**src/rtl/dsc_pkg.sv**
```systemverilog
package dsc_pkg;

  // Load strobes from control to datapath, one per pipeline stage
  typedef struct packed {
    logic take;    // input sample accepted, first stage loads
    logic s1Load;  // second stage loads
    logic s2Load;  // output registers load
  } dscStrobe_t;

  // 1/sqrt(2) in signed Q1.15
  localparam logic signed [15:0] INV_SQRT2_Q15 = 16'sd23170;
  // half LSB of Q15 for round-to-nearest
  localparam int Q15_ROUND = 16384;

endpackage

```
**src/rtl/dsc_delay.sv**
```systemverilog
module dsc_delay #(
  parameter int DEPTH = 16,
  parameter int W     = 32
) (
  input  logic         clk,
  input  logic         rst_n,
  input  logic         en,
  input  logic [W-1:0] wrData,
  output logic [W-1:0] rdData
);
  localparam int PW = (DEPTH > 1) ? $clog2(DEPTH) : 1;

  logic [W-1:0]  mem [DEPTH];
  logic [PW-1:0] ptr;

  // the slot about to be overwritten holds the word written DEPTH loads ago
  assign rdData = mem[ptr];

  always_ff @(posedge clk) begin
    if (!rst_n) begin
      for (int i = 0; i < DEPTH; i++) mem[i] <= '0;
      ptr <= '0;
    end else if (en) begin
      mem[ptr] <= wrData;
      ptr      <= (ptr == PW'(DEPTH - 1)) ? '0 : ptr + 1'b1;
    end
  end
endmodule

```
**src/rtl/dsc_stage.sv**
```systemverilog
module dsc_stage
  import dsc_pkg::*;
#(
  parameter int DW  = 16,
  parameter int N   = 64,
  parameter int DIV = 4
) (
  input  logic                 clk,
  input  logic                 rst_n,
  input  logic                 en,
  input  logic signed [DW-1:0] inA,
  input  logic signed [DW-1:0] inB,
  output logic signed [DW-1:0] outA,
  output logic signed [DW-1:0] outB
);
  localparam int DEPTH = N / DIV;
  localparam int WW    = DW + 3;
  localparam int PW    = WW + 16;
  localparam logic signed [WW-1:0] HI = WW'((2 ** (DW - 1)) - 1);
  localparam logic signed [WW-1:0] LO = ~HI;

  logic [2*DW-1:0]       tapWord;
  logic signed [DW-1:0]  dA, dB;
  logic signed [WW-1:0]  rotA, rotB, sumA, sumB, halfA, halfB;

  function automatic logic signed [WW-1:0] ext(input logic signed [DW-1:0] v);
    return {{(WW - DW){v[DW-1]}}, v};
  endfunction

  function automatic logic signed [DW-1:0] clip(input logic signed [WW-1:0] v);
    if (v > HI)      return HI[DW-1:0];
    else if (v < LO) return LO[DW-1:0];
    else             return v[DW-1:0];
  endfunction

  dsc_delay #(.DEPTH(DEPTH), .W(2 * DW)) u_line (
    .clk    (clk),
    .rst_n  (rst_n),
    .en     (en),
    .wrData ({inA, inB}),
    .rdData (tapWord)
  );

  assign dA = $signed(tapWord[2*DW-1:DW]);
  assign dB = $signed(tapWord[DW-1:0]);

  // rotation of the delayed vector by 2*pi/DIV
  if (DIV == 4) begin : g_quarter
    always_comb begin
      rotA = -ext(dB);
      rotB = ext(dA);
    end
  end else begin : g_eighth
    logic signed [WW-1:0] diffAB, sumAB;
    logic signed [PW-1:0] coef, prodA, prodB, rndA, rndB;
    always_comb begin
      diffAB = ext(dA) - ext(dB);
      sumAB  = ext(dA) + ext(dB);
      coef   = $signed({{(PW - 16){INV_SQRT2_Q15[15]}}, INV_SQRT2_Q15});
      prodA  = $signed({{16{diffAB[WW-1]}}, diffAB}) * coef;
      prodB  = $signed({{16{sumAB[WW-1]}}, sumAB}) * coef;
      rndA   = (prodA + PW'(Q15_ROUND)) >>> 15;
      rndB   = (prodB + PW'(Q15_ROUND)) >>> 15;
      rotA   = rndA[WW-1:0];
      rotB   = rndB[WW-1:0];
    end
  end

  always_comb begin
    sumA  = ext(inA) + rotA;
    sumB  = ext(inB) + rotB;
    halfA = sumA >>> 1;
    halfB = sumB >>> 1;
  end

  always_ff @(posedge clk) begin
    if (!rst_n) begin
      outA <= '0;
      outB <= '0;
    end else if (en) begin
      outA <= clip(halfA);
      outB <= clip(halfB);
    end
  end


  stage_idle_hold_chk: assert property (@(posedge clk) disable iff (!rst_n)
    !en |=> ($stable(outA) && $stable(outB)));
endmodule

```
**src/rtl/dsc_ctrl.sv**
```systemverilog
module dsc_ctrl
  import dsc_pkg::*;
#(
  parameter int N = 64
) (
  input  logic       clk,
  input  logic       rst_n,
  input  logic       inValid,
  output dscStrobe_t strobe,
  output logic       outValid,
  output logic       settled
);
  localparam int SETTLE = (3 * N) / 8;
  localparam int CW     = $clog2(SETTLE + 1);

  logic [CW-1:0] seenCnt;
  logic          v1, v2, f1, f2;
  logic          fullHist;

  // this sample's deepest tap already reaches real input
  assign fullHist = inValid && (seenCnt == CW'(SETTLE));

  assign strobe.take   = inValid;
  assign strobe.s1Load = v1;
  assign strobe.s2Load = v2;

  always_ff @(posedge clk) begin
    if (!rst_n) begin
      seenCnt  <= '0;
      v1       <= 1'b0;
      v2       <= 1'b0;
      f1       <= 1'b0;
      f2       <= 1'b0;
      outValid <= 1'b0;
      settled  <= 1'b0;
    end else begin
      if (inValid && (seenCnt != CW'(SETTLE))) seenCnt <= seenCnt + 1'b1;
      v1       <= inValid;
      v2       <= v1;
      outValid <= v2;
      f1       <= fullHist;
      f2       <= f1;
      if (v2 && f2) settled <= 1'b1;
    end
  end


  out_latency_chk: assert property (@(posedge clk) disable iff (!rst_n)
    inValid |-> ##3 outValid);


  settled_sticky_chk: assert property (@(posedge clk) disable iff (!rst_n)
    settled |=> settled);


  settled_with_output_chk: assert property (@(posedge clk) disable iff (!rst_n)
    $rose(settled) |-> outValid);
endmodule

```
**src/rtl/dsc_datapath.sv**
```systemverilog
module dsc_datapath
  import dsc_pkg::*;
#(
  parameter int DW = 16,
  parameter int N  = 64
) (
  input  logic                 clk,
  input  logic                 rst_n,
  input  dscStrobe_t           strobe,
  input  logic signed [DW-1:0] inA,
  input  logic signed [DW-1:0] inB,
  output logic signed [DW-1:0] posA,
  output logic signed [DW-1:0] posB,
  output logic signed [DW-1:0] negA,
  output logic signed [DW-1:0] negB
);
  localparam int NSTAGE = 2;
  localparam int WW     = DW + 1;
  localparam logic signed [WW-1:0] HI = WW'((2 ** (DW - 1)) - 1);
  localparam logic signed [WW-1:0] LO = ~HI;

  logic signed [DW-1:0] chainA [NSTAGE+1];
  logic signed [DW-1:0] chainB [NSTAGE+1];
  logic                 stageEn [NSTAGE];
  logic signed [DW-1:0] xA1, xB1, xA2, xB2;

  function automatic logic signed [DW-1:0] clip(input logic signed [WW-1:0] v);
    if (v > HI)      return HI[DW-1:0];
    else if (v < LO) return LO[DW-1:0];
    else             return v[DW-1:0];
  endfunction

  function automatic logic signed [WW-1:0] ext(input logic signed [DW-1:0] v);
    return {v[DW-1], v};
  endfunction

  assign chainA[0]  = inA;
  assign chainB[0]  = inB;
  assign stageEn[0] = strobe.take;
  assign stageEn[1] = strobe.s1Load;

  // stage g looks back N/(4*2^g) samples: quarter period, then eighth period
  for (genvar g = 0; g < NSTAGE; g++) begin : g_stage
    dsc_stage #(.DW(DW), .N(N), .DIV(4 << g)) u_stage (
      .clk   (clk),
      .rst_n (rst_n),
      .en    (stageEn[g]),
      .inA   (chainA[g]),
      .inB   (chainB[g]),
      .outA  (chainA[g+1]),
      .outB  (chainB[g+1])
    );
  end

  // raw input carried alongside the filter pipeline
  always_ff @(posedge clk) begin
    if (!rst_n) begin
      xA1 <= '0; xB1 <= '0; xA2 <= '0; xB2 <= '0;
    end else begin
      if (strobe.take)   begin xA1 <= inA; xB1 <= inB; end
      if (strobe.s1Load) begin xA2 <= xA1; xB2 <= xB1; end
    end
  end

  always_ff @(posedge clk) begin
    if (!rst_n) begin
      posA <= '0; posB <= '0; negA <= '0; negB <= '0;
    end else if (strobe.s2Load) begin
      posA <= chainA[NSTAGE];
      posB <= chainB[NSTAGE];
      negA <= clip(ext(xA2) - ext(chainA[NSTAGE]));
      negB <= clip(ext(xB2) - ext(chainB[NSTAGE]));
    end
  end


  output_hold_chk: assert property (@(posedge clk) disable iff (!rst_n)
    !strobe.s2Load |=> ($stable(posA) && $stable(posB) && $stable(negA) && $stable(negB)));
endmodule

```
**src/rtl/dsc_seq_sep.sv**
```systemverilog
module dsc_seq_sep
  import dsc_pkg::*;
#(
  parameter int DATA_W             = 16,
  parameter int SAMPLES_PER_PERIOD = 64
) (
  input  logic                     clk,
  input  logic                     rst_n,
  input  logic                     inValid,
  input  logic signed [DATA_W-1:0] inAlpha,
  input  logic signed [DATA_W-1:0] inBeta,
  output logic                     outValid,
  output logic signed [DATA_W-1:0] posAlpha,
  output logic signed [DATA_W-1:0] posBeta,
  output logic signed [DATA_W-1:0] negAlpha,
  output logic signed [DATA_W-1:0] negBeta,
  output logic                     settled
);
  if (SAMPLES_PER_PERIOD % 8 != 0) begin : g_bad_period
    $error("SAMPLES_PER_PERIOD must be a multiple of 8");
  end

  dscStrobe_t strobe;

  dsc_ctrl #(.N(SAMPLES_PER_PERIOD)) u_ctrl (
    .clk      (clk),
    .rst_n    (rst_n),
    .inValid  (inValid),
    .strobe   (strobe),
    .outValid (outValid),
    .settled  (settled)
  );

  dsc_datapath #(.DW(DATA_W), .N(SAMPLES_PER_PERIOD)) u_dp (
    .clk    (clk),
    .rst_n  (rst_n),
    .strobe (strobe),
    .inA    (inAlpha),
    .inB    (inBeta),
    .posA   (posAlpha),
    .posB   (posBeta),
    .negA   (negAlpha),
    .negB   (negBeta)
  );
endmodule

```
**config.mk**
```make
export PLATFORM = sky130hd
export DESIGN_NAME = dsc_seq_sep
export DESIGN_NICKNAME = d
export VERILOG_FILES = /design/src/rtl/dsc_pkg.sv /design/src/rtl/dsc_delay.sv /design/src/rtl/dsc_stage.sv /design/src/rtl/dsc_ctrl.sv /design/src/rtl/dsc_datapath.sv /design/src/rtl/dsc_seq_sep.sv
export SDC_FILE = /design/constraint.sdc
export NUM_CORES = 2
export LEC_CHECK = 0
export CAP_MARGIN = 10
export CORE_UTILIZATION = 40
export CTS_BUF_LIST = sky130_fd_sc_hd__clkbuf_2 sky130_fd_sc_hd__clkbuf_4 sky130_fd_sc_hd__clkbuf_8
export DETAILED_ROUTE_END_ITERATION = 7
export SETUP_SLACK_MARGIN = 0.4
export SYNTH_ARGS = -nofsm -noshare
export SYNTH_HDL_FRONTEND = slang
export SYNTH_SLANG_ARGS = --single-unit
```
**constraint.sdc**
```tcl
create_clock -name clk -period 18.9 [get_ports clk]
set_clock_uncertainty 0.1 [all_clocks]
set_input_delay 5.67 -clock clk [delete_from_list [all_inputs] [get_ports clk]]
set_output_delay 5.67 -clock clk [all_outputs]
set_load 0.005 [all_outputs]
```
Word-level counts from Yosys, hierarchy flattened
Memories as Yosys holds them, arrays and structs flattened. A register that Yosys moved wholly into a read port is not among the register bits.
Index checks and enable logic that the tools add are counted.
{ "word_totals": {"ff_bits": 210, "memories": 2, "out_inout_bits": 66, "ram_bits": 768} }
{ "mem_list": {"columns": ["memory", "words", "word_bits", "read_ports", "rd_ports_with_merged_regs", "wr", "line_no", "text"], "rows": [
  ["u_dp.g_stage[0].u_stage.u_line.mem", 16, 32, 1, 1, 16, "dsc_delay.sv:13", "logic [W-1:0] mem [DEPTH];"],
  ["u_dp.g_stage[1].u_stage.u_line.mem", 8, 32, 1, 1, 8, "dsc_delay.sv:13", null]
]} }
{ "op_classes": {"n_lt_le_gt_ge": 12, "reduce_logical": 5, "n_addsub": 14, "mul": 2, "muxes": 31, "n_eq_ne": 4} }
{ "op_table": {"columns": ["operator", "count"], "rows": [
  ["16-bit two-way mux", 12],
  ["33-bit by 16-bit adder with 34-bit output (second input constant)", 2],
  ["17-bit by 15-bit multiplier with 32-bit output (second input constant)", 2],
  ["32-bit two-way mux", 2],
  ["32-bit OR reduction", 2],
  ["16-bit by 19-bit adder with 19-bit output", 3],
  ["18-bit by 16-bit > comparator with 1-bit output (second input constant)", 3],
  ["18-bit by 16-bit less-than comparator with 1-bit output (second input constant)", 3],
  ["16-bit by 16-bit subtractor with 17-bit output", 3],
  ["16-bit by 16-bit adder with 17-bit output", 2],
  ["17-bit by 16-bit > comparator with 1-bit output (second input constant)", 2],
  ["17-bit by 16-bit less-than comparator with 1-bit output (second input constant)", 2],
  ["16-bit negation with 19-bit output", 1],
  ["16-bit > comparator (second input constant)", 1],
  ["16-bit less-than comparator (second input constant)", 1],
  ["4-bit two-way mux", 4],
  ["3-bit two-way mux", 4],
  ["1-bit two-way mux", 9],
  ["5-bit by 1-bit adder with 5-bit output (second input constant)", 1],
  ["5-bit == test (second input constant)", 1],
  ["5-bit != test (second input constant)", 1],
  ["4-bit by 1-bit adder with 4-bit output (second input constant)", 1],
  ["4-bit == test (second input constant)", 1],
  ["3-bit by 1-bit adder with 3-bit output (second input constant)", 1],
  ["2 further kinds", 4]
]} }

Longest topological paths before layout
{ "depth": {"ltp_word": 7, "mapped_depth": 50, "depth_no_buf": 47} }

Hierarchy
Synthesis repeated with hierarchy kept, for this count alone.
{ "hier_totals": {"cells_unflattened": 4815, "area_unflattened_um2": 57916.8} }
{ "modules_own_cells": {"columns": ["module", "area_per_inst_um2", "cells_each", "instances"], "rows": [
  ["dsc_delay at u_dp.g_stage[0].u_stage.u_line", 23139.7, 1441, 1],
  ["dsc_stage at u_dp.g_stage[1].u_stage", 13162.6, 1547, 1],
  ["dsc_delay at u_dp.g_stage[1].u_stage.u_line", 11682.5, 747, 1],
  ["dsc_datapath", 6815.3, 712, 1],
  ["dsc_stage at u_dp.g_stage[0].u_stage", 2665.1, 325, 1],
  ["dsc_ctrl", 451.7, 43, 1]
]} }

Least setup slack after synthesis
Ideal clock, no wire load.
{ "synth_path": {"path_type": "reg2reg", "from": "register with a tool-made name", "to": "register u_dp.g_stage[1].u_stage.outB[10]", "setup_time_ns": 0.079, "slack_ns": 6.636, "stages_incl_launch_ff": 48, "arrival_ns": 12.085, "n_path_buf": 3, "path_cell_list": "dfxtp_1 clkbuf_1 buf_1 mux4_2 mux2_2 ha_1 fa_1 nor2b_1 o211a_1 o21ai_0 a21oi_1 or2_2 a21oi_1 nor2_1 nor2_1 xnor2_1 ha_1 inv_1 [12 not listed] a221oi_2 and4_1 nand2_1 or4b_1 or3_1 o211ai_1 xor2_1 ha_1 nor4_1 inv_1 nor4_1 o31ai_1 and4b_1 or3_1 or3_1 clkbuf_1 a21boi_0 o211ai_1"} }
{ "synth_rtl": {"columns": ["element", "line_no", "text"], "rows": [
  ["to (signal assigned)", "dsc_stage.sv:82", "outB <= clip(halfB);"],
  ["to (decl)", "dsc_stage.sv:14", "output logic signed [DW-1:0] outB"]
]} }

==> results.json <==
{
  "die_height_um": 379.4,
  "grt_setup_unrepaired": "no",
  "ys_types": 100,
  "synth_flop_cell": "edfxtp_1",
  "setup_ws_ps": 5020,
  "cp-start-kind": "flip-flop",
  "insertion_delay_ps": 860,
  "via_per_inst": 5.409,
  "slowest_delay_ps": 840,
  "drcViolationCount": 0,
  "fin_area_sq_mm": 0.06374,
  "cts_buffer_depth": 3,
  "num-nets-final": 5229,
  "start_util_pct": 40.28,
  "status": "completed",
  "cts_tree": "yes",
  "core_area_sq_mm": 0.1414,
  "die_w_um": 379.4,
  "hold_viol_final": 0,
  "crit_arrival_ps": 14410,
  "finalCritPeriodShare_pct": 73.44,
  "hold_end": "u_ctrl.f2",
  "ys_warn_count": 0,
  "first_global_vias": 36670,
  "synth_cells": 4585,
  "final_antenna_net_count": 0,
  "r2r_slack_ps": 5020,
  "gr-total-overflow": 0,
  "cts.clk_slew.worst_paths_ps": 60,
  "cts_made_buffers": 162,
  "yosysSeqAreaShare_pct": 48.11,
  "grt_util_met1_pct": 29.72,
  "path_class": "flip-flop to flip-flop",
  "relSlewSlack_pct": 18.55,
  "worst_ep_required_time_ps": 19440,
  "ys_ff_latch": 985,
  "hp-start": "u_ctrl.f1",
  "io_buffers": 100,
  "grt_pass1_wl_um": 238100,
  "first_iter_violations": 3040,
  "area_delta_synth_final_pct": 11.88,
  "ctsResizeCount": 0,
  "io_pins": 101,
  "maxCapViolCount": 0,
  "dieArea_sq_mm": 0.1439,
  "busiest_layer": "met2",
  "synth_nets": 5120,
  "grt.met2_usage_pct": 38.47,
  "h-tree-depth": 4,
  "report.final.slew_viol_count": 0,
  "cpMaxStageDelayCell": "dfxtp_4",
  "syn_avg_cell_area_sq_um": 12.42,
  "clock-root-buffer": "clkbuf_8",
  "hold_buffers": 0,
  "grt_use_total_pct": 22.42,
  "whs_path_depth": 1,
  "netlist_area_sq_mm": 0.05697,
  "dpl_cell_area_sq_mm": 0.06039,
  "drive_above_1_share_pct": 15.06,
  "clock.fmax_mhz": 72.05,
  "antenna_found_initial": 9,
  "post-dp-hpwl_um": 105800,
  "r2r_end": "u_dp.g_stage[1].u_stage.outB[12]",
  "hold_path.class": "flip-flop to flip-flop",
  "setup_violations": 0,
  "post_cts_buffers": 0,
  "cts.sinks": 985,
  "wl_per_cell_um": 23.88,
  "crit_fanout": 35,
  "finalSetupTns_ps": 0,
  "max_slew.worst_pin.slew_ps": 1220,
  "globalplace.congestion": 0.8559,
  "critPathCaptureType": "flip-flop",
  "rr_worst_depth": 42,
  "synth_edf_count": 768,
  "finalCriticalPeriod_ps": 13880,
  "use_met3_pct": 3.074,
  "async_reset_ff_share_pct": 0,
  "cp_common_cell": "ha_1",
  "vias": 36330,
  "rows": 138,
  "fill_cells": 12730,
  "drt-pass1-iter-count": 5,
  "drt-total-wl_um": 160400,
  "place_ws_ps": 5073,
  "whs_ps": 342.6,
  "grt_start_max_net_pins": 73
}
state kept, by name (all words and copies together) (netlist names), 16 cells and up, named ones only:
signal,cells
u_dp.g_stage.u_stage.u_line.mem,768
u_dp.g_stage.u_stage.outA,32
u_dp.g_stage.u_stage.outB,32
u_dp.negA,16
u_dp.negB,16
u_dp.posA,16
u_dp.posB,16
u_dp.xA1,16
u_dp.xA2,16
u_dp.xB1,16
u_dp.xB2,16
layout by cell type, fill, tap and decap left out, drive strengths merged, types with 16 or more instances in the layout:
| cell | netlist | layout |
|---|---|---|
| ha | 372 | 372 |
| a31oi | 16 | 16 |
| mux2 | 16 | 16 |
| nor2b | 33 | 33 |
| nand3 | 30 | 30 |
| a21oi | 127 | 127 |
| o21ai | 139 | 139 |
| or3 | 18 | 18 |
| nand2b | 47 | 47 |
| o22ai | 16 | 16 |
| xnor2 | 126 | 126 |
| a211oi | 17 | 17 |
| clkbuf | 210 | 250 |
| and2 | 757 | 757 |
| o211ai | 19 | 19 |
| o21a | 23 | 23 |
| dfxtp | 217 | 217 |
| clkinv | 5 | 37 |
| nand2 | 124 | 124 |
| mux4 | 224 | 224 |
| maj3 | 20 | 20 |
| nor2 | 255 | 255 |
| a21o | 57 | 57 |
| nor4 | 25 | 25 |
| mux2i | 138 | 138 |
| xor2 | 70 | 70 |
| nor3 | 76 | 76 |
| fa | 128 | 128 |
| or2 | 17 | 17 |
| buf | 38 | 95 |
| inv | 266 | 271 |
| edfxtp | 768 | 768 |
| clkdlybuf4s50 | 0 | 98 |
worst max-delay path, delay by kind of cell (launching register included):
kind | cells | cell delay [ps]
flops | 1 | 840
buf+inv | 5 | 980
xor+xnor | 2 | 420
simple gates | 10 | 3440
mux | 3 | 1470
fa+ha+maj | 9 | 3560
compound gates | 13 | 2810
Yosys cell counts (23+ instances only):
cell type	instances	share of area, %
edfxtp_1	768	40
and2_1	757	8.3
ha_1	372	8.2
inv_1	266	1.8
nor2_1	255	1.7
mux4_2	224	8.9
dfxtp_1	217	7.6
clkbuf_1	210	1.4
mux2i_1	138	2.4
fa_1	128	4.5
o21ai_0	127	1.1
a21oi_1	126	1.1
xnor2_1	125	1.9
nand2_1	124	0.82
nor3_1	74	0.65
xor2_1	70	1.1
a21o_1	57	0.75
nand2b_1	46	0.51
nor2b_1	32	0.35
buf_1	31	0.20
nand3_1	30	0.26
nor4_1	24	0.26
o21a_1	23	0.30
per-layer routing:
metal,up-vias,part of all wire [%]
li1,16750,-
met1,18270,43
met2,1082,50
met3,234,5.6
met4,2,2.2
met5,-,0.010
through the flow:
| stage | instances | utilization, % |
|---|---|---|
| after floorplan | 4585 | - |
| after global placement | 6420 | 42.71 |
| after detailed placement | 6420 | 42.71 |
| after CTS | 6712 | 45.06 |
| after global routing | 6713 | 45.07 |
| final | 6716 | 45.07 |
logic make-up (layout without fill, tap and decap cells):
logic type	count (synthesis)	after routing	synth area share, %
AOI/OAI and AO/OA	541	541	6.477
other	0	4	0
muxes	378	378	11.60
DFF	985	985	48.11
and+or+nand+nor	1446	1446	14.31
adders and majority gates	520	520	13.02
xor gates and xnor gates	196	196	3.027
buffers and inverters	519	756	3.461
final cells by class:
class	instances	area, sq um	area share, %
Clock buffer	250	3022	4.741
Timing Repair Buffer	193	1694	2.658
Tap cell	1890	2365	3.710
Antenna cell	4	10.01	0.01570
Sequential cell	985	27430	43.04
Multi-Input combinational cell	3081	27880	43.74
Inverter	271	1020	1.600
Clock inverter	42	315.3	0.4947
how the worst max path moves through the flow:
| stage | to | slack [ps] | from |
|---|---|---|---|
| 2_1_floorplan | u_dp.g_stage[1].u_stage.outB[10] | 6640 | flip-flop |
| 3_3_place_gp | u_dp.g_stage[1].u_stage.outA[0] | 5240 | flip-flop |
| 3_5_place_dp | u_dp.g_stage[1].u_stage.outA[2] | 5070 | flip-flop |
| 4_1_cts | u_dp.g_stage[1].u_stage.outB[12] | 5000 | flip-flop |
| 5_1_grt | u_dp.g_stage[1].u_stage.outA[0] | 3890 | flip-flop |
| 6_report | u_dp.g_stage[1].u_stage.outB[12] | 5020 | flip-flop |
Power is left out: the tool's default activity adds up to more than one toggle a clock period on the data nets, which glitch-free logic cannot reach.
